[src/rtl/dma_seq_pkg.sv]
package dma_seq_pkg;

   typedef enum logic [1:0] {
      ST_IDLE = 2'd0,
      ST_RD   = 2'd1,
      ST_WR   = 2'd2
   } seq_st_e;

   typedef struct packed {
      logic vld;
      logic ecx;
      logic sbe;
      logic dbe;
   } es_flags_t;

endpackage

[src/rtl/dma_seq_desc.sv]
module dma_seq_desc #(
   parameter int AW = 32,
   parameter int OW = 16,
   parameter int IW = 16,
   parameter int BW = 8
) (
   input  logic          clk,
   input  logic          rst_n,
   input  logic          load,
   input  logic [AW-1:0] ld_src,
   input  logic [AW-1:0] ld_dst,
   input  logic [OW-1:0] ld_soff,
   input  logic [OW-1:0] ld_doff,
   input  logic [BW-1:0] ld_nbeats,
   input  logic [IW-1:0] ld_iter,
   input  logic          adv_src,
   input  logic          step,
   output logic [AW-1:0] src,
   output logic [AW-1:0] dst,
   output logic [IW-1:0] iter,
   output logic          beat_last,
   output logic          iter_last
);

   logic [AW-1:0] src_q, dst_q;
   logic [OW-1:0] soff_q, doff_q;
   logic [BW-1:0] nb_q, beat_q;
   logic [IW-1:0] iter_q;
   logic [AW-1:0] soff_x, doff_x;

   generate
      if (OW < AW) begin : g_sext
         assign soff_x = {{(AW-OW){soff_q[OW-1]}}, soff_q};
         assign doff_x = {{(AW-OW){doff_q[OW-1]}}, doff_q};
      end else begin : g_full
         assign soff_x = soff_q;
         assign doff_x = doff_q;
      end
   endgenerate

   assign beat_last = ((beat_q + BW'(1)) == nb_q);
   assign iter_last = (iter_q == IW'(1));

   always_ff @(posedge clk or negedge rst_n) begin
      if (!rst_n) begin
         src_q  <= '0;
         dst_q  <= '0;
         soff_q <= '0;
         doff_q <= '0;
         nb_q   <= '0;
         beat_q <= '0;
         iter_q <= '0;
      end else if (load) begin
         src_q  <= ld_src;
         dst_q  <= ld_dst;
         soff_q <= ld_soff;
         doff_q <= ld_doff;
         nb_q   <= ld_nbeats;
         beat_q <= '0;
         iter_q <= ld_iter;
      end else begin
         if (adv_src) src_q <= src_q + soff_x;
         if (step) begin
            dst_q <= dst_q + doff_x;
            if (beat_last) begin
               beat_q <= '0;
               iter_q <= iter_q - IW'(1);
            end else begin
               beat_q <= beat_q + BW'(1);
            end
         end
      end
   end

   assign src  = src_q;
   assign dst  = dst_q;
   assign iter = iter_q;

endmodule

[src/rtl/dma_seq_errstat.sv]
module dma_seq_errstat
   import dma_seq_pkg::*;
#(
   parameter int CHW   = 4,
   parameter int CH_ID = 5
) (
   input  logic           clk,
   input  logic           rst_n,
   input  logic           set_sbe,
   input  logic           set_dbe,
   input  logic           set_ecx,
   input  logic           clr,
   input  logic           irq_en,
   output logic [CHW-1:0] chn,
   output es_flags_t      flags,
   output logic           irq
);

   es_flags_t     fl_q;
   logic [CHW-1:0] chn_q;
   logic          any_set;

   assign any_set = set_sbe | set_dbe | set_ecx;

   always_ff @(posedge clk or negedge rst_n) begin
      if (!rst_n) begin
         fl_q  <= '0;
         chn_q <= '0;
      end else if (any_set) begin
         fl_q.vld <= 1'b1;
         fl_q.sbe <= fl_q.sbe | set_sbe;
         fl_q.dbe <= fl_q.dbe | set_dbe;
         fl_q.ecx <= fl_q.ecx | set_ecx;
         chn_q    <= CHW'(CH_ID);
      end else if (clr) begin
         fl_q  <= '0;
         chn_q <= '0;
      end
   end

   assign flags = fl_q;
   assign chn   = chn_q;
   assign irq   = fl_q.vld & irq_en;

endmodule

[src/rtl/dma_seq_abort.sv]
module dma_seq_abort
   import dma_seq_pkg::*;
#(
   parameter int AW    = 32,
   parameter int DW    = 32,
   parameter int OW    = 16,
   parameter int IW    = 16,
   parameter int BW    = 8,
   parameter int CHW   = 4,
   parameter int CH_ID = 5
) (
   input  logic           clk,
   input  logic           rst_n,
   input  logic           start,
   input  logic [AW-1:0]  cfg_src,
   input  logic [AW-1:0]  cfg_dst,
   input  logic [OW-1:0]  cfg_soff,
   input  logic [OW-1:0]  cfg_doff,
   input  logic [BW-1:0]  cfg_nbeats,
   input  logic [IW-1:0]  cfg_iter,
   input  logic           cancel,
   input  logic           err_cancel,
   output logic           rd_req,
   output logic [AW-1:0]  rd_addr,
   input  logic           rd_rsp,
   input  logic [DW-1:0]  rd_data,
   input  logic           rd_err,
   output logic           wr_req,
   output logic [AW-1:0]  wr_addr,
   output logic [DW-1:0]  wr_data,
   input  logic           wr_rsp,
   input  logic           wr_err,
   output logic           busy,
   output logic           done,
   output logic [AW-1:0]  cur_src,
   output logic [AW-1:0]  cur_dst,
   output logic [IW-1:0]  cur_iter,
   input  logic           err_irq_en,
   input  logic           es_clr,
   output logic [CHW-1:0] es_chn,
   output logic           es_sbe,
   output logic           es_dbe,
   output logic           es_ecx,
   output logic           es_vld,
   output logic           err_irq
);

   initial begin
      param_ok_chk: assert (OW <= AW && OW > 1 && BW > 0 && IW > 0 && DW > 0
                            && CH_ID >= 0 && CH_ID < (1 << CHW))
         else $error("dma_seq_abort: illegal parameter set");
   end

   seq_st_e        st_q, st_d;
   logic           abort_q, abort_d;
   logic           pend_q, pend_nx;
   logic           ecxp_q, ecxp_nx;
   logic           done_q;
   logic [DW-1:0]  rdat_q;
   logic           beat_last, iter_last, final_seq;
   logic           load, adv_src, step;
   logic           set_sbe, set_dbe, set_ecx, stop_cxl, cxl_now;
   es_flags_t      fl;

   assign busy      = (st_q != ST_IDLE);
   assign load      = (st_q == ST_IDLE) & start;
   assign final_seq = beat_last & iter_last;

   // cancel is judged against the sequence in flight when it arrives
   assign cxl_now = busy & (cancel | err_cancel) & ~beat_last;
   assign pend_nx = pend_q | cxl_now;
   assign ecxp_nx = ecxp_q | (busy & err_cancel & ~beat_last);

   assign adv_src  = (st_q == ST_RD) & rd_rsp & ~rd_err & ~abort_q;
   assign set_sbe  = (st_q == ST_RD) & rd_rsp & rd_err;
   assign set_dbe  = (st_q == ST_WR) & wr_rsp & wr_err;
   assign step     = (st_q == ST_WR) & wr_rsp & ~wr_err & ~abort_q;
   assign stop_cxl = step & ~beat_last & pend_nx;
   assign set_ecx  = stop_cxl & ecxp_nx;

   always_comb begin
      st_d    = st_q;
      abort_d = abort_q;
      unique case (st_q)
         ST_IDLE: if (start) begin
            st_d    = ST_RD;
            abort_d = 1'b0;
         end
         ST_RD: if (rd_rsp) begin
            if (abort_q) begin
               st_d = ST_IDLE;
            end else begin
               st_d = ST_WR;
               if (rd_err) abort_d = 1'b1;
            end
         end
         ST_WR: if (wr_rsp) begin
            if (abort_q) begin
               st_d = ST_IDLE;
            end else if (wr_err) begin
               st_d    = final_seq ? ST_IDLE : ST_RD;
               abort_d = ~final_seq;
            end else if (final_seq || stop_cxl) begin
               st_d = ST_IDLE;
            end else begin
               st_d = ST_RD;
            end
         end
         default: st_d = ST_IDLE;
      endcase
   end

   always_ff @(posedge clk or negedge rst_n) begin
      if (!rst_n) begin
         st_q    <= ST_IDLE;
         abort_q <= 1'b0;
         pend_q  <= 1'b0;
         ecxp_q  <= 1'b0;
         done_q  <= 1'b0;
         rdat_q  <= '0;
      end else begin
         st_q    <= st_d;
         abort_q <= abort_d;
         done_q  <= step & final_seq;
         if (load) begin
            pend_q <= 1'b0;
            ecxp_q <= 1'b0;
         end else if (step) begin
            pend_q <= 1'b0;
            ecxp_q <= 1'b0;
         end else begin
            pend_q <= pend_nx;
            ecxp_q <= ecxp_nx;
         end
         if ((st_q == ST_RD) && rd_rsp) rdat_q <= rd_data;
      end
   end

   dma_seq_desc #(.AW(AW), .OW(OW), .IW(IW), .BW(BW)) desc_i (
      .clk       (clk),
      .rst_n     (rst_n),
      .load      (load),
      .ld_src    (cfg_src),
      .ld_dst    (cfg_dst),
      .ld_soff   (cfg_soff),
      .ld_doff   (cfg_doff),
      .ld_nbeats (cfg_nbeats),
      .ld_iter   (cfg_iter),
      .adv_src   (adv_src),
      .step      (step),
      .src       (cur_src),
      .dst       (cur_dst),
      .iter      (cur_iter),
      .beat_last (beat_last),
      .iter_last (iter_last)
   );

   dma_seq_errstat #(.CHW(CHW), .CH_ID(CH_ID)) es_i (
      .clk     (clk),
      .rst_n   (rst_n),
      .set_sbe (set_sbe),
      .set_dbe (set_dbe),
      .set_ecx (set_ecx),
      .clr     (es_clr),
      .irq_en  (err_irq_en),
      .chn     (es_chn),
      .flags   (fl),
      .irq     (err_irq)
   );

   assign es_sbe  = fl.sbe;
   assign es_dbe  = fl.dbe;
   assign es_ecx  = fl.ecx;
   assign es_vld  = fl.vld;

   assign rd_req  = (st_q == ST_RD);
   assign wr_req  = (st_q == ST_WR);
   assign rd_addr = cur_src;
   assign wr_addr = cur_dst;
   assign wr_data = rdat_q;
   assign done    = done_q;

endmodule

[config.mk]
export PLATFORM = sky130hd
export DESIGN_NAME = dma_seq_abort
export DESIGN_NICKNAME = d
export VERILOG_FILES = /design/src/rtl/dma_seq_pkg.sv /design/src/rtl/dma_seq_desc.sv /design/src/rtl/dma_seq_errstat.sv /design/src/rtl/dma_seq_abort.sv
export SDC_FILE = /design/constraint.sdc
export NUM_CORES = 1
export LEC_CHECK = 0
export BUFFER_PORTS_ARGS = -buffer_cell sky130_fd_sc_hd__buf_2
export CAP_MARGIN = 20
export CORE_ASPECT_RATIO = 1.1
export CORE_MARGIN = 2
export CORE_UTILIZATION = 48
export CTS_BUF_LIST = sky130_fd_sc_hd__clkbuf_8
export DETAILED_ROUTE_END_ITERATION = 10
export PLACE_DENSITY = 0.79
export SYNTH_ARGS = -nofsm -noshare
export SYNTH_HDL_FRONTEND = slang
export SYNTH_SLANG_ARGS = --single-unit
[constraint.sdc]
create_clock -name clk -period 2.76 [get_ports clk]
set_input_delay 0.138 -clock clk [delete_from_list [all_inputs] [get_ports clk]]
set_output_delay 0.138 -clock clk [all_outputs]
set_load 0.005 [all_outputs]
== Yosys cells after proc, flatten, opt, wreduce, memory -nomap -nowiden ==
Cells that the tools add are included.
Storage, ports and cells
  logic and storage cells: 107
  input bits: 163
  output and inout port bits: 189
  bits in registers: 174
Operators by class
  equal/unequal tests: 7
  reductions and logical operators: 12
  muxes and demuxes: 34
  add/subtract/negate cells: 4
  bitwise gates (word level): 32
Operator list (count)
  $mux W32: 4
  $add A32 B32 Y32: 2
  $mux W16: 3
  $mux W8: 3
  $and A1 B1 Y1: 19
  $eq A16 B1 Y1 const B: 1
  $sub A16 B1 Y16 const B: 1
  $mux W1: 15
  $mux W4: 3
  $reduce_bool A2 Y1: 5
  $add A8 B1 Y8 const B: 1
  $eq A8 B8 Y1: 1
  $mux W2: 4
  $or A1 B1 Y1: 8
  $pmux W2 S3: 1
  $not A1 Y1: 5
  $ne A2 B1 Y1 const B: 2
  $reduce_and A4 Y1: 1
  $pmux W1 S3: 1
  $reduce_and A3 Y1: 1
  $reduce_bool A3 Y1: 1
  $eq A2 B1 Y1 const B: 1
  $eq A2 B2 Y1 const B: 1
  $logic_not A2 Y1: 1
  other kinds (4): 4

== Depth between registers and ports, before layout ==
Gate-level depths: netlist (run 1).
  depth in word-level cells: 12
  mapped depth: 13
  mapped depth without buffers: 13

== By module ==
From an unflattened synthesis (run 1), not the netlist that was laid out.
Unflattened totals
  cell total of the unflattened synthesis: 1161
  area total of the unflattened synthesis: 11353.4 um^2
By module, submodules not included
  dma_seq_desc: area an instance 8889.8 um^2, instances 1, sequential area each 3203.1 um^2, cells each 958
  dma_seq_abort: area an instance 2263.4 um^2, instances 1, sequential area each 950.9 um^2, cells each 183
  dma_seq_errstat: area an instance 200.2 um^2, instances 1, sequential area each 100.1 um^2, cells each 20

== Worst setup path before layout (run 1) ==
OpenSTA, ideal clock, no wires.
  path kind: reg-to-reg
  start: reg desc_i.iter_q[3], in the netlist desc_i.iter[3]
  end: reg st_q[0]
  setup time: 141 ps
  setup slack: -179 ps
  stages on the path, launching flop included: 9
  data arrival time: 2798 ps
  path buffers: 0
  clock period less this slack: 2939 ps
  required time: 2619 ps
  cell sequence: dfrtp_1 -> or4_4 -> nor4_4 -> nand2b_2 -> or4_4 -> or3_1 -> or4b_4 -> a41oi_1 -> o22ai_1
Between the ends
  word-level cells in the longest chain between the ends: 8
  elaborated cells on any way between the ends: 9
  those cells by class: eq/ne (1); mux (6); bitwise (1); reduce/logical (1)
RTL lines
  start: declaration: line dma_seq_desc.sv:28  | logic [IW-1:0] iter_q;
  start signal: assignment: line dma_seq_desc.sv:60  | iter_q <= ld_iter;
  start signal: assignment: line dma_seq_desc.sv:67  | iter_q <= iter_q - IW'(1);
  $eq A16 B1 Y1 *: line dma_seq_desc.sv:42  | assign iter_last = (iter_q == IW'(1));
  $and A1 B1 Y1 *: line dma_seq_abort.sv:67  | assign final_seq = beat_last & iter_last;
  $logic_or A1 B1 Y1: line dma_seq_abort.sv:103  | end else if (final_seq || stop_cxl) begin
  $mux W1: line dma_seq_abort.sv:103
  $mux W1 *: line dma_seq_abort.sv:100  | end else if (wr_err) begin
  $mux W1 *: line dma_seq_abort.sv:98  | if (abort_q) begin
  $mux W2 *: line dma_seq_abort.sv:97  | ST_WR: if (wr_rsp) begin
  $pmux W2 S3 *: line dma_seq_abort.sv:84  | unique case (st_q)
  end signal: assignment: line dma_seq_abort.sv:122  | st_q <= st_d;
  end: declaration: line dma_seq_abort.sv:54  | seq_st_e st_q, st_d;
Mark *: on every way between the ends. The rest lies on a longest branch, timed or not. The select of a mux whose other input is x is not followed.
A chain may end at the register's enable or synchronous reset.

== Worst setup path in the final report (run 1) ==
  start: reg desc_i.iter_q[5], in the netlist desc_i.iter[5]
  end: reg st_q[0]
Same word-level chain as after synthesis.

==> metrics.cfg, run 1 <==
[clocking]
cts_tree=built
cts_root_buf=clkbuf_8
clk_latency_ps=490
clock_sinks=170
cts_max_path_buffers=2
cts_htree_levels=4
cts_made_buffers=17
clkSlewWorstSetupHoldPaths_ps=140

[floorplan]
fp-row-count=57
die_area_um2=23900
num_io_pins=352
core_um2=22200
die_h_um=162
fp.dieW_um=148
initial_utilization=0.491

[outcome]
status=finished, violations left
failed_checks=negative setup slack

[routing]
avgViaCountPerCell=5.77
postRouteAntennaNets=0
drc=0
drt-total-wl_um=42700
wire_per_inst_um=19.6
drtIter0Drc=909
dr.pass1.iters=5
via_count=12600

[logic_synthesis]
syn_inst=1266
synth_seq_area_share=0.391
synth_seq_cells=170
netlist.area_leader.share=0.391
yosys.area.top_type=dfrtp_1
async_reset_ff_frac=1.00
yosys-top-cells-area=dfrtp_1 (39%), nand2_1 (8.2%), ha_1 (7.9%), a21oi_1 (5.4%), buf_4 (4.7%)
avgSynthCellArea_um2=8.60
synth_edf_count=0
yosys_warnings=0
synth_area_um2=10900
synth-main-ff-cell=dfrtp_1
ys_types=73

[place]
dp.cells=1951
dpl.hpwl_um=24100
dpl_cell_area_um2=13600
port_buffers=349
gp_congestion=0.938

[setup_path]
crit_required_ps=3130
arrival_ps=3440
worst_setup_path_start_kind=flip-flop
end_kind=flip-flop
critical_path.max_fanout=3
path_class=flip-flop to flip-flop

[finish]
area_delta_synth_final_pct=53.6
final_area_um2=16700
final_cell_mix=buf_2 (348), nand2_1 (235), buf_4 (186)
fin_util=0.754
fin_nets=2102
instances_no_fill=2177
drive_above_1_share=0.400
final_common_cell=buf_2

[sta]
post-route-period-util=1.11
report.final.setup_viol=18
worst_pin_slew_ps=692
finClkSkew_ps=25.3
hold-worst-slack_ps=64.2
tns_ps=-1620
drv_slew=0
fin_ws_ps=-310
relSlewSlack=0.539
rsz0062_at_grt=yes
max_freq_mhz=326
hold_viol=0
period_minus_slack_ps=3070

[min_path]
hold_class=primary input to flip-flop

[global_routing]
grt_pass1_wl_um=62500
overflow=0
antenna_found_initial=1
grt_pass1_vias=12400
grt_start_max_net_pins=83
gr-usage-all-layers=0.324

[power]
vdd_drop_max_uv=710
p_leak_nw=8.09
power_density_nw_per_um2=1310

[job]
maxCapViolCount=0

state kept, by name, summed over array words and instances (netlist names), 2 cells and up:
name and flops:
desc_i.soff_q 16, desc_i.src 32, desc_i.beat_q 8, desc_i.iter 16, st_q 2, desc_i.nb_q 8
es_i.flags 3, desc_i.doff_q 16, wr_data 32, desc_i.dst 32
layer usage:
layer	part of all wire	track usage	vias to the layer above
li1	-	-	5542
met1	0.36	0.369	5912
met2	0.50	0.576	831
met3	0.072	0.0542	269
met4	0.069	0.183	0
met5	0	0	-
final timing paths:
kind	startpoint	end	slack, ps	depth (start not counted)
min	wr_err	done	60	3
min in group asynchronous	rst_n	desc_i.soff_q[14]	240	2
max	desc_i.iter[5]	st_q[0]	-310	8
max reg2reg	desc_i.iter[5]	st_q[0]	-310	8
min reg2reg	desc_i.soff_q[11]	desc_i.soff_q[11]	500	2
max in group asynchronous	rst_n	desc_i.dst[23]	1700	3
metrics by stage:
stage	setup slack [ps]	total power [mW]
3_5_place_dp	-492	16.6
3_3_place_gp	-439	16.2
6_report	-310	21.9
4_1_cts	-252	19.4
2_1_floorplan	-169	12.1
5_1_grt	-357	23.3
Yosys cell counts (all sizes together), types with 6 or more instances:
library cell / count
or3: 7
a31oi: 21
mux2: 32
nand2b: 9
inv: 31
buf: 75
clkbuf: 41
xnor2: 47
dfrtp: 170
a21oi: 118
o22ai: 6
ha: 69
and3: 12
o21ai: 95
nor4: 7
nor2: 90
o21a: 12
xor2: 27
a21o: 25
nand2: 239
nand3: 23
nor2b: 12
nor3: 16
a211oi: 8
power by group:
group | leakage, nW | internal (mW) | switching [mW]
Sequential | 2.07 | 3.63 | 1.20
Combinational | 5.81 | 7.34 | 7.75
Clock | 0.218 | 0.730 | 1.27
final cells by class:
type                       count  area [um^2]
multi-input combinational    950         6730
fill                        1346         5450
timing repair buffer         698         4820
sequential                   170         4260
tap                          295          369
clock buffer                  17          234
clock inverter                15          209
inverter                      31          116
antenna                        1         2.50
timing repair:
item                                    CTS  global route
gates cloned                              0             0
endpoints found under the setup margin   28            51
hold buffers                            156             0
buffers inserted                         19            21
gates resized for setup                  51           137
endpoints found under the hold margin   222             0
pin swaps                                26            68
kinds of logic after synthesis:
logic type	Yosys count	share of synthesized area
buffers and inverters	147	0.0747
other	1	0.000344
and+or+nand+nor	442	0.180
xor gates and xnor gates	74	0.0595
AOI/OAI and AO/OA	327	0.177
DFF	170	0.391
muxes	34	0.0349
adders and majority gates	71	0.0829
worst max-delay path: stages (launching register included):
cell and delay [ps]:
dfrtp_1 430, or4_4 580, nor4_4 210, nand2b_2 100
or4_4 430, or3_1 330, or4b_4 560, a41oi_1 220
o22ai_1 90
(Power assumes the default switching activity.)
==> run 2, diff against run 1 <==
--- a/config.mk
+++ b/config.mk
@@ -5,11 +5,12 @@
 export SDC_FILE = /design/constraint.sdc
 export NUM_CORES = 1
 export LEC_CHECK = 0
+export ABC_AREA = 1
 export BUFFER_PORTS_ARGS = -buffer_cell sky130_fd_sc_hd__buf_2
 export CAP_MARGIN = 20
 export CORE_ASPECT_RATIO = 1.1
 export CORE_MARGIN = 2
-export CORE_UTILIZATION = 48
+export CORE_UTILIZATION = 49
 export CTS_BUF_LIST = sky130_fd_sc_hd__clkbuf_8
 export DETAILED_ROUTE_END_ITERATION = 10
 export PLACE_DENSITY = 0.79
==> metrics.cfg, run 2 <==
[outcome]
status=completed  ; was finished, violations left

[setup_path]
crit_required_ps=3180  ; was 3130 ps
path_class=flip-flop to flip-flop  ; unchanged
critical_path.max_fanout=4  ; was 3
arrival_ps=2980  ; was 3440 ps
worst_setup_path_start_kind=flip-flop  ; unchanged
end_kind=flip-flop  ; unchanged

[finish]
drive_above_1_share=0.198  ; was 0.400
fin_nets=2392  ; was 2102
final_common_cell=nand2_1  ; was buf_2
fin_util=0.640  ; was 0.754
instances_no_fill=2483  ; was 2177
final_area_um2=15600  ; was 16700 um^2
final_cell_mix=nand2_1 (586), buf_2 (348), nor2_1 (181)  ; was buf_2 (348), nand2_1 (235), buf_4 (186)
area_delta_synth_final_pct=28.8  ; was 53.6%

[logic_synthesis]
async_reset_ff_frac=1.00  ; unchanged
synth_area_um2=12100  ; was 10900 um^2
yosys-top-cells-area=dfrtp_1 (35%), nand2_1 (18%), ha_1 (7.1%), nor2_1 (5.7%), a21oi_1 (5.1%)  ; was dfrtp_1 (39%), nand2_1 (8.2%), ha_1 (7.9%), a21oi_1 (5.4%), buf_4 (4.7%)
synth_edf_count=0  ; unchanged
netlist.area_leader.share=0.352  ; was 0.391
yosys_warnings=0  ; unchanged
yosys-top-cells-count=nand2_1 (587), nor2_1 (182), dfrtp_1 (170)  ; was nand2_1 (239), dfrtp_1 (170), a21oi_1 (118)
yosys.area.top_type=dfrtp_1  ; unchanged
synth_seq_area_share=0.352  ; was 0.391
yosysMostFrequentCell=nand2_1  ; unchanged
synth-main-ff-cell=dfrtp_1  ; unchanged
avgSynthCellArea_um2=6.94  ; was 8.60 um^2
ys_types=44  ; was 73
syn_inst=1742  ; was 1266
synth_seq_cells=170  ; unchanged

[floorplan]
die_area_um2=25900  ; was 23900 um^2
num_io_pins=352  ; unchanged
die_h_um=169  ; was 162 um
fp.dieW_um=154  ; was 148 um
fp-row-count=60  ; was 57
core_um2=24300  ; was 22200 um^2
initial_utilization=0.497  ; was 0.491

[routing]
drc=0  ; unchanged
dr.pass1.iters=7  ; was 5
wl_met1_um=16600  ; was 15400 um
avgViaCountPerCell=5.31  ; was 5.77
drtIter0Drc=922  ; was 909
dr.max_layer_used=met4  ; unchanged
dr_wl_met2_um=19100  ; was 21300 um
postRouteAntennaNets=0  ; unchanged
wl_met3_um=2520  ; was 3080 um
via_count=13200  ; was 12600
drt-total-wl_um=39400  ; was 42700 um
wire_per_inst_um=15.9  ; was 19.6 um

[global_routing]
overflow=0  ; unchanged
grt_pass1_wl_um=63700  ; was 62500 um
grt_pass1_vias=13200  ; was 12400
grt_start_max_net_pins=145  ; was 83
antenna_found_initial=1  ; unchanged
gr-usage-all-layers=0.301  ; was 0.324

[sta]
fin_ws_ps=196  ; was -310 ps
hold_viol=0  ; unchanged
period_minus_slack_ps=2560  ; was 3070 ps
report.final.setup_viol=0  ; was 18
finClkSkew_ps=30.4  ; was 25.3 ps
post-route-period-util=0.929  ; was 1.11
rsz0062_at_grt=no  ; was yes
drv_slew=0  ; unchanged
relSlewSlack=0.471  ; was 0.539
worst_pin_slew_ps=785  ; was 692 ps
max_freq_mhz=390  ; was 326 MHz
tns_ps=0  ; was -1620 ps

[place]
gp_congestion=0.911  ; was 0.938
port_buffers=349  ; unchanged
pre_cts_slack_ps=232  ; was -492 ps
dpl.hpwl_um=27500  ; was 24100 um
dpl_cell_area_um2=13800  ; was 13600 um^2
dp.cells=2313  ; was 1951

[clocking]
clock_sinks=170  ; unchanged
cts_htree_levels=4  ; unchanged
cts_root_buf=clkbuf_8  ; unchanged
cts_made_buffers=17  ; unchanged
clk_latency_ps=490  ; about the same
clkSlewWorstSetupHoldPaths_ps=110  ; was 140 ps
cts_tree=built  ; unchanged
cts_max_path_buffers=2  ; unchanged
post-cts-setup-buffers=0  ; was 19

[job]
maxCapViolCount=0  ; unchanged

[power]
p_leak_nw=8.36  ; was 8.09 nW
vdd_drop_max_uv=741  ; was 710 uV
power_density_nw_per_um2=1240  ; was 1310 nW/um^2

[min_path]
hold_class=primary input to flip-flop  ; unchanged

## run 2: cell types whose count changed after synthesis, sizes merged, moves of 16 or more
cell,delta
o21ai,+28
mux2,-32
nor2,+95
xnor2,-34
inv,+87
nand2,+351
nand3,+56
a21o,-16
## run 2: metrics by stage
step / power [mW] / hold slack [ps]
final: 19.3 / 13.8
after floorplan: 13.3 / -158
after CTS: 19.1 / 0.0948
after global placement: 16.8 / 111
after global routing: 21.2 / 12.7
after detailed placement: 17.0 / 122
## run 2: repair_timing
item,in CTS,in global routing
hold buffers,136,0
gates resized for setup,0,5
endpoints found under the setup margin,0,7
endpoints found under the hold margin,186,0
## run 2: kinds of logic (layout without fill, tap and decap cells)
family                   after synthesis  in the layout  synth area share
AO/OA/AOI/OAI                        316            316             0.146
XOR/XNOR                              36             36            0.0261
adder cells (fa/ha/maj)               71             71            0.0747
buffers and inverters                236            664            0.0968
flip-flops                           170            170             0.352
other                                  1              4          0.000310
AND/OR/NAND/NOR                      912            912             0.304
## run 2: power by group
part	switching, mW	total (mW)	internal [mW]	leakage (nW)
sequential	1.18	4.81	3.63	2.10
clock	1.20	1.90	0.695	0.208
combinational	7.72	12.6	4.90	6.06
total	10.1	19.3	9.23	8.36
## run 2: final cells by class
type / count / area (um^2)
Sequential cell: 170 / 4260
Clock buffer: 17 / 234
Tap cell: 310 / 388
Timing Repair Buffer: 511 / 3360
Inverter: 121 / 462
Clock inverter: 15 / 176
Antenna cell: 2 / 5.00
Multi-Input combinational cell: 1337 / 6680
Fill cell: 2101 / 8760
## run 2: worst max-delay path: stages, from the launching register on
cell and delay (ps):
dfrtp_1 440, ha_1 380, nand2_1 130, nor2_1 170, nand2_1 60, o21ai_0 630, a21oi_1 190, or2_2 330
nand3_1 70, nand2_1 60, nand2_1 50
## run 2: layer usage
layer  vias up  global-route usage
met5         -                   0
met4         0               0.118
met3        93              0.0492
met2       583               0.522
met1      6065               0.375
li1       6455                   -
## run 2: path summary, 6_finish.rpt
path	slack, ps	startpoint	depth (start not counted)	end
max	200	desc_i.src[12]	10	desc_i.src[17]
min	10	cfg_dst[31]	5	desc_i.dst[31]
max reg2reg	200	desc_i.src[12]	10	desc_i.src[17]
min reg2reg	490	desc_i.doff_q[10]	2	desc_i.doff_q[10]
max in group asynchronous	1830	rst_n	3	desc_i.dst[0]
min in group asynchronous	130	rst_n	2	desc_i.src[25]
==> run 3, diff against run 2 <==
--- a/config.mk
+++ b/config.mk
@@ -13,7 +13,9 @@
 export CORE_UTILIZATION = 49
 export CTS_BUF_LIST = sky130_fd_sc_hd__clkbuf_8
 export DETAILED_ROUTE_END_ITERATION = 10
+export HOLD_SLACK_MARGIN = 0.1
 export PLACE_DENSITY = 0.79
 export SYNTH_ARGS = -nofsm -noshare
 export SYNTH_HDL_FRONTEND = slang
 export SYNTH_SLANG_ARGS = --single-unit
+export TNS_END_PERCENT = 30
==> metrics.cfg, run 3 (synthesis gave the netlist of run 2 again) <==
[place]
dpl_cell_area_um2=13800  ; unchanged
gp_congestion=0.911  ; unchanged
port_buffers=349  ; unchanged
dpl.hpwl_um=27500  ; unchanged

[clocking]
clkSlewWorstSetupHoldPaths_ps=130  ; was 110 ps
clock_sinks=170  ; unchanged
cts_max_path_buffers=2  ; unchanged
cts_tree=built  ; unchanged
cts_root_buf=clkbuf_8  ; unchanged
cts_htree_levels=4  ; unchanged
clk_latency_ps=490  ; about the same
cts_made_buffers=17  ; unchanged

[setup_path]
startpoint=desc_i.src[12]  ; unchanged
slowest_stage=o21ai_0  ; unchanged
rr_startpoint=desc_i.src[12]  ; unchanged
rr_worst_depth=10  ; unchanged
path_common_cell=nand2_1  ; unchanged
crit_required_ps=3180  ; about the same
path_class=flip-flop to flip-flop  ; unchanged
critPathBufInv=0  ; unchanged
arrival_ps=2980  ; about the same
critical_path.cell_chain=ha_1 -> nand2_1 -> nor2_1 -> nand2_1 -> o21ai_0 -> a21oi_1 -> or2_2 -> nand3_1 -> nand2_1 -> nand2_1  ; unchanged
end_kind=flip-flop  ; unchanged
worst_setup_path_start_kind=flip-flop  ; unchanged
r2r_end=desc_i.src[17]  ; unchanged
critical_path.max_fanout=4  ; unchanged
r2r_slack_ps=200  ; about the same
cpLargestDelayFamily=simple AND/OR/NAND/NOR gates  ; unchanged
cp_slowest_stage_delay_ps=630  ; about the same

[sta]
hold_viol=0  ; unchanged
rsz0062_at_grt=no  ; unchanged
report.final.setup_viol=0  ; unchanged
drv_slew=0  ; unchanged
tns_ps=0  ; unchanged
relSlewSlack=0.477  ; was 0.471
period_minus_slack_ps=2560  ; about the same
post-route-period-util=0.929  ; about the same
max_freq_mhz=390  ; about the same
finClkSkew_ps=30.5  ; was 30.4 ps
worst_pin_slew_ps=777  ; was 785 ps

[global_routing]
overflow=0  ; unchanged
grt_pass1_vias=13300  ; was 13200
gr-usage-all-layers=0.306  ; was 0.301
grt_pass1_wl_um=64900  ; was 63700 um
antenna_found_initial=1  ; unchanged
grt_start_max_net_pins=145  ; unchanged

[floorplan]
core_um2=24300  ; unchanged
num_io_pins=352  ; unchanged
initial_utilization=0.497  ; unchanged
fp.dieW_um=154  ; unchanged
die_area_um2=25900  ; unchanged
fp-row-count=60  ; unchanged
die_h_um=169  ; unchanged

[routing]
drt-total-wl_um=40200  ; was 39400 um
via_count=13400  ; was 13200
wire_per_inst_um=16.0  ; was 15.9 um
dr.pass1.iters=5  ; was 7
postRouteAntennaNets=0  ; unchanged
drtIter0Drc=984  ; was 922
drc=0  ; unchanged
avgViaCountPerCell=5.34  ; was 5.31

[finish]
multiInputGateArea_um2=6680  ; unchanged
drive_above_1_share=0.195  ; was 0.198
nFillCells=2064  ; was 2101
fin_nets=2417  ; was 2392
ff_latch_area_um2=4260  ; about the same
final_common_cell=nand2_1  ; unchanged
final_area_um2=15800  ; was 15600 um^2
area_delta_synth_final_pct=30.8  ; was 28.8%
final_cell_mix=nand2_1 (586), buf_2 (348), nor2_1 (181)  ; unchanged

[power]
vdd_drop_max_uv=740  ; was 741 uV
p_leak_nw=8.47  ; was 8.36 nW
power_density_nw_per_um2=1230  ; was 1240 nW/um^2

[outcome]
status=completed  ; unchanged

[job]
maxCapViolCount=0  ; unchanged

[min_path]
hold_class=primary input to asynchronous set/reset pin  ; was primary input to flip-flop

==> run 3: cell types whose count changed in the layout (fill, tap and decap cells not counted), sizes merged <==
cell / previous run / this run
dlygate4sd3: 136 / 161
==> run 3: repair_timing <==
action / CTS / global route
setup endpoints to repair: 0 / 6
endpoints found under the hold margin: 325 / 0
buffers inserted: 0 / 0
resized for setup: 0 / 5
hold buffers: 161 / 0
==> run 3: worst max-delay path by stage <==
stage                     slack (ps)  depth (start not counted)              to
after floorplan                  500                         13  desc_i.dst[18]
after global placement           300                         13  desc_i.dst[18]
after detailed placement         230                         13  desc_i.dst[26]
after CTS                        140                         13  desc_i.dst[18]
after global routing              30                         10  desc_i.src[17]
final                            200                         10  desc_i.src[17]
==> run 3: area by class of cell <==
type                       count  area share
clock buffer                  17      0.0148
timing repair buffer         536       0.228
multi-input combinational   1337       0.423
inverter                     121      0.0292
tap                          310      0.0245
clock inverter                15      0.0112
antenna                        2    0.000317
sequential                   170       0.269
==> run 3: routing by layer <==
metal	up-vias	global-route usage	routed length, um
met5	-	0	0
met4	0	0.127	1460
met3	116	0.0486	2410
met2	569	0.526	19500
met1	6200	0.384	16900
li1	6507	-	-
==> run 3: stage by stage <==
stage	hold WS (ps)	total power, mW	util	cells	setup slack [ps]
after global placement	111	16.8	0.567	2313	297
after global routing	167	21.3	0.650	2507	27.5
after floorplan	-158	13.3	-	1743	495
final	139	19.4	0.650	2508	196
after CTS	140	19.1	0.650	2506	144
after detailed placement	122	17.0	0.567	2313	232
==> run 3: power by group <==
part | total (mW) | internal (mW) | switching (mW)
clock | 1.89 | 0.695 | 1.19
combinational | 12.7 | 4.93 | 7.75
sequential | 4.81 | 3.63 | 1.18
